==> src/rtl/smod_pkg.sv <==
package smod_pkg;
  localparam int REG_W  = 8;
  localparam int ADDR_W = 3;

  localparam logic [ADDR_W-1:0] A_OFF_CNT  = 3'd0;
  localparam logic [ADDR_W-1:0] A_ON_CNT   = 3'd1;
  localparam logic [ADDR_W-1:0] A_CTRL     = 3'd2;
  localparam logic [ADDR_W-1:0] A_IRQ_HOLD = 3'd3;
  localparam logic [ADDR_W-1:0] A_VID_HOLD = 3'd4;

  localparam int B_MOD_EN = 0;
  localparam int B_IRQ_EN = 1;
  localparam int B_VID_EN = 2;

  localparam int N_SPEEDUP = 2;

  typedef enum logic [1:0] {PH_IDLE, PH_ON, PH_OFF} phase_t;
endpackage

==> src/rtl/smod_prescaler.sv <==
module smod_prescaler #(
  parameter int TICK_DIV = 8000
) (
  input  logic clk,
  input  logic rst_n,
  output logic tick
);
  localparam int PW = (TICK_DIV > 1) ? $clog2(TICK_DIV) : 1;

  generate
    if (TICK_DIV > 1) begin : g_div
      logic [PW-1:0] cnt_q;
      always_ff @(posedge clk or negedge rst_n) begin
        if (!rst_n)                            cnt_q <= '0;
        else if (cnt_q == PW'(TICK_DIV - 1))   cnt_q <= '0;
        else                                   cnt_q <= cnt_q + 1'b1;
      end
      assign tick = (cnt_q == PW'(TICK_DIV - 1));

      // a tick is one clock wide when the divider is above one
      p_tick_single_r3: assert property (@(posedge clk) disable iff (!rst_n)
        tick |=> !tick);
    end else begin : g_pass
      assign tick = 1'b1;
    end
  endgenerate
endmodule

==> src/rtl/smod_regs.sv <==
module smod_regs
  import smod_pkg::*;
(
  input  logic              clk,
  input  logic              rst_n,
  input  logic              wr,
  input  logic [ADDR_W-1:0] addr,
  input  logic [REG_W-1:0]  wdata,
  output logic [REG_W-1:0]  rdata,
  output logic [REG_W-1:0]  off_cnt,
  output logic [REG_W-1:0]  on_cnt,
  output logic              mod_en,
  output logic              irq_en,
  output logic              vid_en,
  output logic [REG_W-1:0]  irq_hold,
  output logic [REG_W-1:0]  vid_hold
);
  always_ff @(posedge clk or negedge rst_n) begin
    if (!rst_n) begin
      off_cnt  <= '0;
      on_cnt   <= '0;
      mod_en   <= 1'b0;
      irq_en   <= 1'b0;
      vid_en   <= 1'b0;
      irq_hold <= '0;
      vid_hold <= '0;
    end else if (wr) begin
      case (addr)
        A_OFF_CNT:  off_cnt  <= wdata;
        A_ON_CNT:   on_cnt   <= wdata;
        A_CTRL: begin
          mod_en <= wdata[B_MOD_EN];
          irq_en <= wdata[B_IRQ_EN];
          vid_en <= wdata[B_VID_EN];
        end
        A_IRQ_HOLD: irq_hold <= wdata;
        A_VID_HOLD: vid_hold <= wdata;
        default: ;
      endcase
    end
  end

  always_comb begin
    rdata = '0;
    case (addr)
      A_OFF_CNT:  rdata = off_cnt;
      A_ON_CNT:   rdata = on_cnt;
      A_CTRL: begin
        rdata[B_MOD_EN] = mod_en;
        rdata[B_IRQ_EN] = irq_en;
        rdata[B_VID_EN] = vid_en;
      end
      A_IRQ_HOLD: rdata = irq_hold;
      A_VID_HOLD: rdata = vid_hold;
      default:    rdata = '0;
    endcase
  end

  // a strobe to an unmapped address leaves the counts as they were
  p_unmapped_write_r2: assert property (@(posedge clk) disable iff (!rst_n)
    (wr && addr > A_VID_HOLD) |=> ($stable(off_cnt) && $stable(on_cnt)));
endmodule

==> src/rtl/smod_speedup_timer.sv <==
module smod_speedup_timer #(
  parameter int MS_TICKS = 31,
  parameter int HOLD_W   = 8
) (
  input  logic              clk,
  input  logic              rst_n,
  input  logic              enable,
  input  logic              event_in,
  input  logic              tick,
  input  logic [HOLD_W-1:0] reload,
  output logic              active
);
  localparam int SW = (MS_TICKS > 1) ? $clog2(MS_TICKS) : 1;

  logic [HOLD_W-1:0] ms_q;
  logic [SW-1:0]     sub_q;
  logic              sub_wrap;

  assign sub_wrap = (sub_q == SW'(MS_TICKS - 1));

  always_ff @(posedge clk or negedge rst_n) begin
    if (!rst_n) begin
      ms_q  <= '0;
      sub_q <= '0;
    end else if (!enable) begin
      ms_q  <= '0;
      sub_q <= '0;
    end else if (event_in) begin
      ms_q  <= reload;
      sub_q <= '0;
    end else if (tick && ms_q != '0) begin
      if (sub_wrap) begin
        sub_q <= '0;
        ms_q  <= ms_q - 1'b1;
      end else begin
        sub_q <= sub_q + 1'b1;
      end
    end
  end

  assign active = (ms_q != '0);

  // without a reload the remaining hold never grows
  p_hold_monotone_r10: assert property (@(posedge clk) disable iff (!rst_n)
    (enable && !event_in) |=> (ms_q <= $past(ms_q)));

  // a disabled timer is empty one clock later, whatever its event input does
  p_disabled_empty_r9: assert property (@(posedge clk) disable iff (!rst_n)
    !enable |=> !active);
endmodule

==> src/rtl/smod_phase_seq.sv <==
module smod_phase_seq
  import smod_pkg::*;
#(
  parameter int CNT_W = 8
) (
  input  logic             clk,
  input  logic             rst_n,
  input  logic             run,
  input  logic             tick,
  input  logic [CNT_W-1:0] on_cnt,
  input  logic [CNT_W-1:0] off_cnt,
  output logic             susp_n
);
  phase_t           ph_q;
  logic [CNT_W-1:0] rem_q;
  logic             on_zero, off_zero, boundary;

  assign on_zero  = (on_cnt == '0);
  assign off_zero = (off_cnt == '0);
  assign boundary = tick && (rem_q == CNT_W'(1));

  always_ff @(posedge clk or negedge rst_n) begin
    if (!rst_n) begin
      ph_q  <= PH_IDLE;
      rem_q <= '0;
    end else if (!run) begin
      ph_q  <= PH_IDLE;
      rem_q <= '0;
    end else begin
      case (ph_q)
        PH_IDLE: begin
          if (!on_zero) begin
            ph_q <= PH_ON;  rem_q <= on_cnt;
          end else if (!off_zero) begin
            ph_q <= PH_OFF; rem_q <= off_cnt;
          end
        end
        PH_ON: begin
          if (boundary) begin
            if (!off_zero) begin
              ph_q <= PH_OFF; rem_q <= off_cnt;
            end else if (!on_zero) begin
              ph_q <= PH_ON;  rem_q <= on_cnt;
            end else begin
              ph_q <= PH_IDLE; rem_q <= '0;
            end
          end else if (tick) begin
            rem_q <= rem_q - 1'b1;
          end
        end
        PH_OFF: begin
          if (boundary) begin
            if (!on_zero) begin
              ph_q <= PH_ON;  rem_q <= on_cnt;
            end else if (!off_zero) begin
              ph_q <= PH_OFF; rem_q <= off_cnt;
            end else begin
              ph_q <= PH_IDLE; rem_q <= '0;
            end
          end else if (tick) begin
            rem_q <= rem_q - 1'b1;
          end
        end
        default: begin
          ph_q  <= PH_IDLE;
          rem_q <= '0;
        end
      endcase
    end
  end

  assign susp_n = (ph_q != PH_ON);

  // a stopped sequencer releases the suspend line on the next clock
  p_release_when_stopped_r4: assert property (@(posedge clk) disable iff (!rst_n)
    !run |=> susp_n);

  // an active phase always has ticks left to run
  p_phase_has_ticks_r3: assert property (@(posedge clk) disable iff (!rst_n)
    (ph_q != PH_IDLE) |-> (rem_q != '0));

  // inside a phase, between boundaries, the remaining count only moves down by one tick
  p_no_midphase_reload_r6: assert property (@(posedge clk) disable iff (!rst_n)
    (run && ph_q != PH_IDLE && !boundary) |=> (rem_q <= $past(rem_q)));
endmodule

==> src/rtl/susp_mod_gen.sv <==
module susp_mod_gen
  import smod_pkg::*;
#(
  parameter int TICK_DIV = 8000,
  parameter int MS_TICKS = 31
) (
  input  logic              clk,
  input  logic              rst_n,
  input  logic              reg_wr,
  input  logic [ADDR_W-1:0] reg_addr,
  input  logic [REG_W-1:0]  reg_wdata,
  output logic [REG_W-1:0]  reg_rdata,
  input  logic              irq_activity,
  input  logic              video_activity,
  output logic              susp_n
);
  logic             tick;
  logic [REG_W-1:0] off_cnt, on_cnt, irq_hold, vid_hold;
  logic             mod_en, irq_en, vid_en;
  logic             hold, run;

  logic [N_SPEEDUP-1:0] sp_en, sp_evt, sp_act;
  logic [REG_W-1:0]     sp_reload [N_SPEEDUP];

  smod_prescaler #(.TICK_DIV(TICK_DIV)) u_pre (
    .clk(clk), .rst_n(rst_n), .tick(tick)
  );

  smod_regs u_regs (
    .clk(clk), .rst_n(rst_n), .wr(reg_wr), .addr(reg_addr), .wdata(reg_wdata),
    .rdata(reg_rdata), .off_cnt(off_cnt), .on_cnt(on_cnt), .mod_en(mod_en),
    .irq_en(irq_en), .vid_en(vid_en), .irq_hold(irq_hold), .vid_hold(vid_hold)
  );

  assign sp_en        = {vid_en, irq_en};
  assign sp_evt       = {video_activity, irq_activity};
  assign sp_reload[0] = irq_hold;
  assign sp_reload[1] = vid_hold;

  generate
    for (genvar i = 0; i < N_SPEEDUP; i++) begin : g_sp
      smod_speedup_timer #(.MS_TICKS(MS_TICKS), .HOLD_W(REG_W)) u_tmr (
        .clk(clk), .rst_n(rst_n), .enable(sp_en[i]), .event_in(sp_evt[i]),
        .tick(tick), .reload(sp_reload[i]), .active(sp_act[i])
      );
    end
  endgenerate

  assign hold = |sp_act;
  assign run  = mod_en && !hold;

  smod_phase_seq #(.CNT_W(REG_W)) u_seq (
    .clk(clk), .rst_n(rst_n), .run(run), .tick(tick),
    .on_cnt(on_cnt), .off_cnt(off_cnt), .susp_n(susp_n)
  );

  // any running speedup hold keeps the core at full speed from the next clock
  p_speedup_releases_r7: assert property (@(posedge clk) disable iff (!rst_n)
    hold |=> susp_n);

  // an enabled video pulse gives full speed one clock after its timer loads
  p_video_full_speed_r8: assert property (@(posedge clk) disable iff (!rst_n)
    (vid_en && video_activity && vid_hold != '0) |=> ##1 susp_n);
endmodule

==> config.mk <==
export PLATFORM = sky130hd
export DESIGN_NAME = susp_mod_gen
export DESIGN_NICKNAME = d
export VERILOG_FILES = /design/src/rtl/smod_pkg.sv /design/src/rtl/smod_prescaler.sv /design/src/rtl/smod_regs.sv /design/src/rtl/smod_speedup_timer.sv /design/src/rtl/smod_phase_seq.sv /design/src/rtl/susp_mod_gen.sv
export SDC_FILE = /design/constraint.sdc
export NUM_CORES = 1
export LEC_CHECK = 0
export ABC_AREA = 1
export CORE_MARGIN = 1
export CORE_UTILIZATION = 45
export CTS_BUF_LIST = sky130_fd_sc_hd__clkbuf_16
export DETAILED_ROUTE_END_ITERATION = 8
export DONT_BUFFER_PORTS = 1
export PLACE_DENSITY_LB_ADDON = 0.1
export SLEW_MARGIN = 10
export SYNTH_ARGS = -nofsm -noshare
export SYNTH_HDL_FRONTEND = slang
export SYNTH_SLANG_ARGS = --single-unit
==> constraint.sdc <==
create_clock -name clk -period 3.8 [get_ports clk]
set_input_delay 0.57 -clock clk [delete_from_list [all_inputs] [get_ports clk]]
set_output_delay 0.57 -clock clk [all_outputs]
set_load 0.005 [all_outputs]
# [Yosys cells after proc, flatten, opt, wreduce, memory -nomap -nowiden]
# Index checks and enable logic that the tools add are counted.
[classes] n_addsub=6 eq_ne=18 mux=40 reduce_logical=20
[op_table] cell="$mux W8" count=18
[op_table] cell="$mux W5" count=8
[op_table] cell="$pmux W8 S3" count=1
[op_table] cell="$sub A8 B1 Y8 const B" count=3
[op_table] cell="$pmux W5 S4" count=1
[op_table] cell="$logic_not A8 Y1" count=2
[op_table] cell="$mux W2" count=8
[op_table] cell="$reduce_bool A8 Y1" count=2
[op_table] cell="$pmux W3 S5" count=1
[op_table] cell="$reduce_and A2 Y1" count=7
[op_table] cell="$add A13 B1 Y13 const B" count=1
[op_table] cell="$eq A13 B13 Y1 const B" count=1
[op_table] cell="$mux W13" count=1
[op_table] cell="$ne A3 B2 Y1 const B" count=4
[op_table] cell="$add A5 B1 Y5 const B" count=2
[op_table] cell="$eq A5 B5 Y1 const B" count=2
[op_table] cell="$eq A8 B1 Y1 const B" count=1
[op_table] cell="$eq A3 B2 Y1 const B" count=2
[op_table] cell="$ne A3 B3 Y1 const B" count=2
[op_table] cell="$pmux W2 S3" count=1
[op_table] cell="$logic_and A1 B1 Y1" count=4
[op_table] cell="$ne A4 B4 Y1 const B" count=1
[op_table] cell="$eq A3 B1 Y1 const B" count=1
[op_table] cell="$eq A3 B3 Y1 const B" count=1
[op_table] cell="9 further kinds" count=9
[totals] regBits=84 inputBits=16 out_inout_bits=9 elab_cells=98

# [Longest topological paths before layout]
# Gate-level depths: netlist of the first run.
[depth] word_depth=6 depth_mapped=13 depth_no_buf=12

# [By module]
# A second synthesis of the first run with hierarchy kept.
[unflattened] cells_unflattened=793 hier_area_um2=5527.8
[by_module_without_submodules] mod="smod_regs" n_inst=1 cells_per_inst=218 area_per_inst_um2=1781.7 seq_area_each_um2=875.8
[by_module_without_submodules] mod="smod_speedup_timer" n_inst=2 cells_per_inst=129 area_per_inst_um2=878.3 seq_area_each_um2=325.3
[by_module_without_submodules] mod="smod_phase_seq" n_inst=1 cells_per_inst=226 area_per_inst_um2=1265.0 seq_area_each_um2=250.2
[by_module_without_submodules] mod="smod_prescaler" n_inst=1 cells_per_inst=88 area_per_inst_um2=710.7 seq_area_each_um2=325.3
[by_module_without_submodules] mod="susp_mod_gen" n_inst=1 cells_per_inst=3 area_per_inst_um2=13.8 seq_area_each_um2=0.0

# [Worst setup path before layout of the first run]
# Ideal clock, no wire load.
[synth_timing] path_type="input to output" from="input reg_addr[0]" to="output reg_rdata[2]" t_arrival_ns=1.233 required_time_ns=3.230 slack_ns=1.997 cell_stages=6 path_buffers=0 cell_sequence="inv_1 nor2_1 nand2_1 inv_1 a221oi_1 o21ai_0"
[synth_between] elab_chain_len=2 word_cells_on_any_way=6 cone_classes="4 x eq/ne; 1 x mux; 1 x reduce/logical"
[synth_lines] item="from (decl)" line_no="susp_mod_gen.sv:10" source="input logic [ADDR_W-1:0] reg_addr,"
[synth_lines] item="$eq A3 B3 Y1, or another cell as far along" line_no="smod_regs.sv:45" source="case (addr)"
[synth_lines] item="$pmux W3 S5 (*)" line_no="smod_regs.sv:45"
[synth_lines] item="to (decl)" line_no="susp_mod_gen.sv:12" source="output logic [REG_W-1:0] reg_rdata,"
# Mark *: on every way between the ends. The rest lies on a longest branch, timed or not.

# [Final worst setup path of the first run]
[layout_timing] from="register u_pre.g_div.cnt_q[0]" to="register g_sp[0].u_tmr.sub_q[2]"
[layout_between] elab_chain_len=3
[layout_lines] item="from (decl)" line_no="smod_prescaler.sv:12" source="logic [PW-1:0] cnt_q;"
[layout_lines] item="from (signal assigned)" line_no="smod_prescaler.sv:16" source="else cnt_q <= cnt_q + 1'b1;"
[layout_lines] item="$eq A13 B13 Y1" line_no="smod_prescaler.sv:18" source="assign tick = (cnt_q == PW'(TICK_DIV - 1));"
[layout_lines] item="$logic_and A1 B1 Y1" line_no="smod_speedup_timer.sv:31" source="end else if (tick && ms_q != '0) begin"
[layout_lines] item="$ne A3 B2 Y1 (no source line)"
[layout_lines] item="to (signal assigned)" line_no="smod_speedup_timer.sv:36" source="sub_q <= sub_q + 1'b1;"
[layout_lines] item="to (decl)" line_no="smod_speedup_timer.sv:16" source="logic [SW-1:0] sub_q;"
# No other way between the ends.
# A chain may end at the register's enable or synchronous reset.

==> impl_summary.txt, run 1 <==
----------------------------------------------------
[Status]
  Result of the run ... complete, no violations

[Placed design]
  HPWL after detailed placement ... a little over 9000 um
  Port Buffer Count ... 0
  Weighted congestion reported at the end of routability-driven placement ... 0.915
  Worst setup timing slack at the placement stage ... between 1500 and 2000 ps

[Pwr]
  Share of power burned in registers ... 42.9%
  Cell leakage power ... about 2.7 nW
  PwrDens ... 479 nW/um2
  Total Power ... about 0.0027 W
  Worst vdd ir ... between 300 and 400 uV
  Combinational fraction of design power ... 27.8%
  Clk network pwr share ... 29.3%
  Switch Pwr ... 0.000955 W
  Switching Fraction ... 36.0%
  Internal ... 0.00170 W

[Floorplanning]
  Overall die width ... 109 um
  Area of the core region ... 11000 um2
  Die Outline Area ... roughly 12000 um2
  Die boundary height ... 109 um
  Num rows ... 38
  I/O pin count ... 25
  Initial core utilization ... around 47%

[Clocking]
  PostCTS Resize Cnt ... 0
  Number of clock buffers inserted by TritonCTS ... 9
  Count of H-tree levels built during CTS ... 3
  Clock slew seen by the registers of the worst setup and hold paths ... 60 ps
  Longest Clk Path Bufs ... 2
  Clock tree from TritonCTS ... yes
  Clock insertion delay at the later pin of the skew report ... 340 ps
  Clock tree root driver cell ... sky130_fd_sc_hd__clkbuf_16
  Number of clock sinks ... 84

[STA]
  Slew Viols, Final ... 0
  Shortest clock period the worst path allows after layout ... 2100 ps
  Final critical-path share of the clock period ... 55.2%
  FMAX ... approximately 0.48 GHz
  Slew Limit Headroom ... between 50% and 60%
  Fin Clk Skew ... about 5.2 ps
  Number of hold-slack violations in the final timing report ... 0
  Setup repair after global routing missed its margin ... no
  Final worst-path setup slack ... 1700 ps
  Total Negative Setup Slacks ... 0 ps
  Final setup violation count ... 0
  Transition time of the tightest slew-check pin ... slightly above 600 ps

[Yosys]
  Count of distinct cell types in the synthesized netlist ... 43
  Syn Std Cell Area ... 5130 um2
  Mapped Cells ... approximately 710
  Cell taking the most area after synthesis ... sky130_fd_sc_hd__dfrtp_1
  Count of warnings emitted by yosys ... 0
  Mean area per synthesized cell ... 7.19 um2
  Most frequently used flop master after synthesis ... sky130_fd_sc_hd__dfrtp_1
  Sequential fraction of the synthesis area ... 41.0%
  Post-synthesis net count ... 741
  Largest cells by area after synthesis ... sky130_fd_sc_hd__dfrtp_1 41%, sky130_fd_sc_hd__nand2_1 15%, sky130_fd_sc_hd__o21ai_0 7.4%
  Async SR Flop Fraction ... 100%
  Commonest cells post-synth ... 211 x sky130_fd_sc_hd__nand2_1, 85 x sky130_fd_sc_hd__inv_1, 84 x sky130_fd_sc_hd__dfrtp_1, 76 x sky130_fd_sc_hd__o21ai_0, 64 x sky130_fd_sc_hd__nand3_1
  Post-synthesis register bit count ... 84
  Share of Yosys cell area claimed by the top area cell type ... 41.0%
  Most frequent cell after synthesis ... sky130_fd_sc_hd__nand2_1
  Number of synthesized flops with an enable pin ... 0

[GRT]
  Vias in the first global route ... 4238
  Global-route total usage across every layer ... 22.9%
  Global-route wire length before repair ... roughly 21000 um
  Initial antenna violation count ... 0
  Total global routing overflow ... 0
  Maximum number of pins on one net before global-route repair ... 85

[Route]
  Final routed DRC violation total ... 0
  Number of detailed-routing iterations run before antenna repair ... 5
  Routed wirelength normalized by instance count ... 14.2 um
  Via-to-Cell Ratio ... 5.20
  Vias ... 4475
  ANT nets after route ... 0
  Routed Wire Length ... between 10000 and 15000 um
  Number of design-rule violations left by the first detailed-router iteration ... 314

[Final layout]
  Fraction of final layout cells sized beyond drive strength 1 ... 6.24%
  Synthesis-to-finish area growth ... 7.95%
  Layout net count ... 743
  Fill cells ... 1092
  Ant. Diodes ... 0

[Worst setup path]
  Arrival @ worst endpoint ... 2330 ps
  Cells along the critical path ... ha_1 -> nand3_1 -> nor2_4 -> nand2_2 -> nor2_2 -> o21a_2 -> inv_1 -> o21ai_1 -> nor2_1
  Endpoint class of the critical path ... flop
  Highest fanout seen on the critical path ... 15
  Worst setup path category ... flop to flop
  Critical path's largest stage delay ... 370 ps
  Endpoint required time on the critical path ... 4040 ps
  Library cell contributing the largest single delay on the critical path ... sky130_fd_sc_hd__dfrtp_1
  Startpoint type of the worst setup path ... flop

[Hold path]
  Classification of the worst-slack hold path ... input port to async pin

[Job]
  Number of max-cap violations ... 0

----------------------------------------------------
power by group through the flow:
stage | registers (W) | clock network (W) | logic, W
final | 0.00114 | 0.000779 | 0.000738
after global routing | 0.00116 | 0.000840 | 0.000846
after CTS | 0.00114 | 0.000807 | 0.000742
after detailed placement | 0.00115 | 0 | 0.000718
after global placement | 0.00115 | 0 | 0.000705
after floorplan | 0.00111 | 0 | 0.000577
sequential cells by signal (all words and copies together) (netlist names):
register / flops
u_regs.irq_hold: 8
u_regs.on_cnt: 8
u_seq.rem_q: 8
u_regs.vid_hold: 8
u_pre.g_div.cnt_q: 13
u_seq.ph_q: 2
g_sp.u_tmr.sub_q: 10
u_regs.vid_en: 1
u_regs.irq_en: 1
g_sp.u_tmr.ms_q: 16
u_regs.off_cnt: 8
u_regs.mod_en: 1
metal layers:
metal | GRT usage, % | routed length [um] | up-vias | part of all wire, %
met3 | 5.80 | 666 | 13 | 5.4
met5 | 0 | 0 | - | 0
li1 | - | - | 2331 | -
met4 | 8.98 | 197 | 0 | 1.6
met1 | 30.7 | 5920 | 2034 | 48
met2 | 35.2 | 5470 | 97 | 45
metrics by stage:
stage               utilization [%]  area [um2]  cells  hold WS, ps
finish                         50.4        5540    861          101
global route                   50.4        5540    861          154
CTS                            50.4        5540    861          149
detailed placement             47.8        5250    844          277
global placement               47.8        5250    844          278
floorplan                         -        5130    714          274
cells by family after synthesis:
logic type	share of synthesized area [%]
XOR/XNOR	1.71
buffers and inverters	7.88
adder cells (fa/ha/maj)	2.68
multiplexers	0.585
AO/OA/AOI/OAI	13.5
AND/OR/NAND/NOR	32.7
flip-flops	41.0
cell type report:
class	count	area (um2)	area share [%]
clock buffers	9	225	4.07
multi-input cells	527	2630	47.4
well taps	140	175	3.16
inverters	93	349	6.30
repair buffers	1	27.5	0.497
clock inverters	7	35.0	0.632
flip-flops and latches	84	2100	37.9
cell usage in the layout, fill, tap and decap left out, drive strengths merged:
master and instances:
a22oi 1, inv 92, mux2i 3, ha 11, xor2 8, nor2 69
a221o 1, o21a 2, o31ai 1, nor3b 1, o21ai 89, o21bai 1
nor3 9, nand4 11, clkinv 7, o2111ai 2, o22ai 6, nand3b 2
clkbuf 9, o211ai 1, clkinvlp 1, a21o 1, a31oi 3, buf 1
xnor2 2, a211oi 1, nand2 217, nand3 68, dfrtp 84, a21oi 13
a221oi 4
worst max-delay path, delay by kind of cell, from the launching register on:
| kind | cells | cell delay [ps] |
|---|---|---|
| buffers and inverters | 1 | 160 |
| adders and majority gates | 1 | 200 |
| and+or+nand+nor | 5 | 880 |
| AOI/OAI and AO/OA | 2 | 380 |
| DFF | 1 | 370 |
worst paths after layout:
check | endpoint | from | depth (start not counted) | slack [ps]
max | g_sp[0].u_tmr.sub_q[2]$_DFFE_PN0P_ | u_pre.g_div.cnt_q[0]$_DFF_PN0_ | 9 | 1700
min | u_pre.g_div.cnt_q[10]$_DFF_PN0_ | rst_n | 1 | 100
max reg2reg | g_sp[0].u_tmr.sub_q[2]$_DFFE_PN0P_ | u_pre.g_div.cnt_q[0]$_DFF_PN0_ | 9 | 1700
min reg2reg | u_pre.g_div.cnt_q[0]$_DFF_PN0_ | u_pre.g_div.cnt_q[0]$_DFF_PN0_ | 1 | 460
max in group asynchronous | u_seq.rem_q[7]$_DFFE_PN0P_ | rst_n | 1 | 3310
min in group clk | g_sp[1].u_tmr.ms_q[7]$_DFFE_PN0P_ | video_activity | 3 | 430
timing repair:
action | in CTS | in global routing
setup endpoints to repair | 0 | 0
endpoints found under the hold margin | 84 | 0
hold buffers | 1 | 0
buffers inserted | 0 | 0
(Power assumes the default switching activity.)
==> run 2, diff against run 1 <==
--- a/config.mk
+++ b/config.mk
@@ -5,7 +5,7 @@
 export SDC_FILE = /design/constraint.sdc
 export NUM_CORES = 1
 export LEC_CHECK = 0
-export ABC_AREA = 1
+export ABC_AREA = 0
 export CORE_MARGIN = 1
 export CORE_UTILIZATION = 45
 export CTS_BUF_LIST = sky130_fd_sc_hd__clkbuf_16
==> constraint.sdc (replaced) <==
create_clock -name clk -period 1.88 [get_ports clk]
set_input_delay 0.282 -clock clk [delete_from_list [all_inputs] [get_ports clk]]
set_output_delay 0.282 -clock clk [all_outputs]
set_load 0.005 [all_outputs]
==> run 2 against run 1 <==
Net effect:
- the flow now finishes with violations (negative hold slack, negative setup slack)
- sequential cell count stayed put
- power is 140% higher
- combinational power grew to 3.0 times the previous value
- register-to-register slack worse by 1900 ps
- largest power group unchanged
==> impl_summary.txt, run 2 <==
----------------------------------------------------
[Status]
  Result of the run ... complete, but fails checks
  Failing checks ... negative hold slack, negative setup slack

[Yosys]
  Number of synthesized flops with an enable pin ... 0 (unchanged)
  Syn Std Cell Area ... 4790 um2 (-6.6%)
  Most frequent cell after synthesis ... sky130_fd_sc_hd__dfrtp_1
  Async SR Flop Fraction ... 100% (unchanged)
  Share of Yosys cell area claimed by the top area cell type ... 43.9% (+2.9 points)
  Sequential fraction of the synthesis area ... 43.9% (+2.9 points)
  Count of distinct cell types in the synthesized netlist ... 66 (+53%)
  Mean area per synthesized cell ... 9.36 um2 (+30%)
  Cell taking the most area after synthesis ... sky130_fd_sc_hd__dfrtp_1
  Mapped Cells ... 512 (-28%)
  Most frequently used flop master after synthesis ... sky130_fd_sc_hd__dfrtp_1
  Post-synthesis net count ... 539 (-27%)
  Commonest cells post-synth ... 84 x sky130_fd_sc_hd__dfrtp_1, 53 x sky130_fd_sc_hd__nor2_1, 44 x sky130_fd_sc_hd__o21ai_0, 41 x sky130_fd_sc_hd__nand2_1, 33 x sky130_fd_sc_hd__mux2_2
  Count of warnings emitted by yosys ... 0 (unchanged)
  Post-synthesis register bit count ... 84 (unchanged)
  Largest cells by area after synthesis ... sky130_fd_sc_hd__dfrtp_1 44%, sky130_fd_sc_hd__mux2_2 7.8%, sky130_fd_sc_hd__o21ai_0 4.6%

[STA]
  Fin Clk Skew ... 5.31 ps (+0.0819 ps)
  Setup repair after global routing missed its margin ... yes
  Final worst-path setup slack ... -214 ps (-1920 ps)
  Shortest clock period the worst path allows after layout ... 2090 ps (-1.86 ps)
  Number of hold-slack violations in the final timing report ... 84 (+84)
  Transition time of the tightest slew-check pin ... 461 ps (-150 ps)
  Slew Viols, Final ... 0 (unchanged)
  Hold Slack ... -372 ps (-472 ps)
  Final critical-path share of the clock period ... 111% (+56 points)
  FMAX ... 0.478 GHz (about the same)
  Slew Limit Headroom ... 69.3% (+10 points)
  Final setup violation count ... 8 (+8)

[Worst setup path]
  Arrival @ worst endpoint ... 2380 ps (+50 ps)
  FF-to-FF path depth ... 8 (-1)
  Highest fanout seen on the critical path ... 2 (-13)
  Endpoint required time on the critical path ... 2170 ps (-1870 ps)
  Worst setup path category ... flop to flop
  Endpoint of the worst register-to-register path ... u_seq.rem_q[5]$_DFFE_PN0P_
  Startpoint type of the worst setup path ... flop
  Endpoint class of the critical path ... flop
  FF-to-FF setup slack ... -210 ps (-1920 ps)
  RR Startpoint ... u_regs.off_cnt[5]$_DFFE_PN0P_

[Clocking]
  Count of H-tree levels built during CTS ... 3 (unchanged)
  Clock tree root driver cell ... sky130_fd_sc_hd__clkbuf_16
  Longest Clk Path Bufs ... 2 (unchanged)
  Clock tree from TritonCTS ... yes
  Clock insertion delay at the later pin of the skew report ... 350 ps (about the same)
  Number of clock buffers inserted by TritonCTS ... 9 (unchanged)
  Clock slew seen by the registers of the worst setup and hold paths ... 60 ps (about the same)
  Number of clock sinks ... 84 (unchanged)

[Pwr]
  Clk network pwr share ... 29.6% (+0.3 points)
  PwrDens ... 1030 nW/um2 (+110%)
  Switching Fraction ... 33.2% (-2.8 points)
  Worst vdd ir ... 714 uV (+120%)
  Share of power burned in registers ... 36.3% (-6.6 points)
  Internal ... 0.00432 W (+150%)
  Total Power ... 0.00646 W (+140%)
  Combinational fraction of design power ... 34.1% (+6.3 points)
  Cell leakage power ... 2.76 nW (+1.5%)
  Switch Pwr ... 0.00214 W (+120%)

[Final layout]
  Layout net count ... 638 (-14%)
  Number of flip-flops in the largest register ... 16 (unchanged)
  Register name with the most flops ... g_sp.u_tmr.ms_q
  Fraction of final layout cells sized beyond drive strength 1 ... 34.7% (+28 points)
  Register cell area after layout ... 2100 um2 (unchanged)
  Fill cells ... 889 (-19%)
  Ant. Diodes ... 0 (unchanged)
  Area of all placed cells without fillers ... 6270 um2 (+13%)
  Registers with the highest flip-flop counts ... g_sp.u_tmr.ms_q (16), u_pre.g_div.cnt_q (13), g_sp.u_tmr.sub_q (10)
  Top library cells by usage in the layout, fill and taps aside ... 99 x sky130_fd_sc_hd__buf_4, 84 x sky130_fd_sc_hd__dfrtp_1, 52 x sky130_fd_sc_hd__nor2_1
  Area of the multi-input gates ... 2840 um2 (+8.2%)
  Synthesis-to-finish area growth ... 30.9%
  Most common library cell in the layout ignoring fill and taps ... sky130_fd_sc_hd__buf_4

[GRT]
  Maximum number of pins on one net before global-route repair ... 85 (unchanged)
  Vias in the first global route ... 4329 (+2.1%)
  Global-route total usage across every layer ... 25.1% (+2.3 points)
  Total global routing overflow ... 0 (unchanged)
  Initial antenna violation count ... 0 (unchanged)
  Global-route wire length before repair ... 21600 um (+5.1%)

[Floorplanning]
  I/O pin count ... 25 (unchanged)
  Die boundary height ... 105 um (-3.3%)
  Area of the core region ... 10300 um2 (-6.0%)
  Overall die width ... 105 um (-3.3%)
  Initial core utilization ... 46.4% (-0.31 points)
  Num rows ... 37 (-2.6%)
  Die Outline Area ... 11100 um2 (-6.5%)

[Route]
  Vias ... 4394 (-1.8%)
  Final routed DRC violation total ... 0 (unchanged)
  Routed wirelength normalized by instance count ... 17.5 um (+23%)
  Via-to-Cell Ratio ... 5.84 (+12%)
  Number of design-rule violations left by the first detailed-router iteration ... 251 (-20%)
  Number of detailed-routing iterations run before antenna repair ... 7 (+2)
  Routed Wire Length ... 13200 um (+7.3%)
  ANT nets after route ... 0 (unchanged)

[Placed design]
  Post-detailed-placement cell area ... 5630 um2 (+7.2%)
  Weighted congestion reported at the end of routability-driven placement ... 0.882 (-3.6%)
  HPWL after detailed placement ... 9310 um (+1.5%)
  Port Buffer Count ... 0 (unchanged)

[Hold path]
  Classification of the worst-slack hold path ... input port to async pin

[Job]
  Number of max-cap violations ... 0 (unchanged)

----------------------------------------------------
[run 2: cell types whose count changed in the layout (fill, tap and decap cells not counted), sizes merged, moves of 8 or more]
cell    before  now
nand2      217   41
a21oi       13   30
nor2b        0    8
nor2        69   53
buf          1  103
mux2         0   33
o31ai        1    9
o21ai       89   53
nor3         9   17
nand2b       0    9
inv         92   15
nand3       68   24
[run 2: power by group through the flow]
stage	registers [W]	clock network, W	logic (W)
CTS	0.00234	0.00195	0.00204
floorplan	0.00237	0	0.00108
global placement	0.00235	0	0.00191
detailed placement	0.00236	0	0.00195
finish	0.00234	0.00191	0.00221
global route	0.00238	0.00201	0.00241
[run 2: repair_timing]
action,CTS,global route
resized for setup,36,49
pin swaps,16,21
setup endpoints to repair,23,31
hold endpoints to repair,84,84
cloned,0,0
setup buffers,6,3
[run 2: layout make-up]
class	count	area share (%)
Multi-Input combinational cell	399	45.3
Clock inverter	7	1.44
Sequential cell	84	33.5
Tap cell	136	2.71
Clock buffer	9	3.59
Inverter	14	0.838
Timing Repair Buffer	103	12.6
[run 2: through the flow]
| stage | setup slack, ps | cells | TNS (ps) | util (%) |
|---|---|---|---|---|
| 5_1_grt | -295 | 752 | -1840 | 60.7 |
| 3_3_place_gp | -196 | 730 | -1560 | 54.5 |
| 3_5_place_dp | -245 | 730 | -2750 | 54.5 |
| 6_report | -214 | 752 | -1180 | 60.7 |
| 4_1_cts | -183 | 751 | -843 | 59.2 |
| 2_1_floorplan | -142 | 512 | -298 | - |
[run 2: worst max path at each step]
stage                                       start                    endpoint  slack (ps)  cells past startpoint
finish              u_regs.off_cnt[5]$_DFFE_PN0P_  u_seq.rem_q[5]$_DFFE_PN0P_        -210                      8
global route         u_regs.on_cnt[7]$_DFFE_PN0P_  u_seq.rem_q[5]$_DFFE_PN0P_        -300                      8
CTS                  u_regs.on_cnt[5]$_DFFE_PN0P_  u_seq.rem_q[6]$_DFFE_PN0P_        -180                      6
detailed placement  u_regs.off_cnt[4]$_DFFE_PN0P_  u_seq.rem_q[6]$_DFFE_PN0P_        -240                      5
global placement    u_regs.off_cnt[4]$_DFFE_PN0P_  u_seq.rem_q[6]$_DFFE_PN0P_        -200                      5
floorplan            u_regs.on_cnt[4]$_DFFE_PN0P_  u_seq.rem_q[6]$_DFFE_PN0P_        -140                      6
[run 2: cell families (layout without fill, tap and decap cells)]
kind of cell | count (synthesis) | after routing | share of synthesized area [%]
AND/OR/NAND/NOR | 198 | 198 | 21.3
AO/OA/AOI/OAI | 141 | 141 | 18.3
flip-flops | 84 | 84 | 43.9
multiplexers | 42 | 42 | 9.90
buffers and inverters | 29 | 133 | 2.48
adder cells (fa/ha/maj) | 11 | 11 | 2.87
XOR/XNOR | 7 | 7 | 1.28
[run 2: worst max-delay path: stages (launching register included)]
cell,delay [ps]
sky130_fd_sc_hd__dfrtp_1,380
sky130_fd_sc_hd__or4_4,560
sky130_fd_sc_hd__nor4_4,300
sky130_fd_sc_hd__buf_4,180
sky130_fd_sc_hd__buf_6,100
sky130_fd_sc_hd__and2_4,140
sky130_fd_sc_hd__nand2_2,70
sky130_fd_sc_hd__a31oi_4,190
sky130_fd_sc_hd__a221o_1,120
[run 2: routing by layer]
| metal | GRT usage (%) | share of wire, % | vias to the layer above |
|---|---|---|---|
| met5 | 0 | 0 | - |
| met4 | 10.4 | 2.3 | 0 |
| met3 | 5.12 | 5.7 | 25 |
| met2 | 40.6 | 48 | 143 |
| met1 | 32.7 | 44 | 2134 |
| li1 | - | - | 2092 |
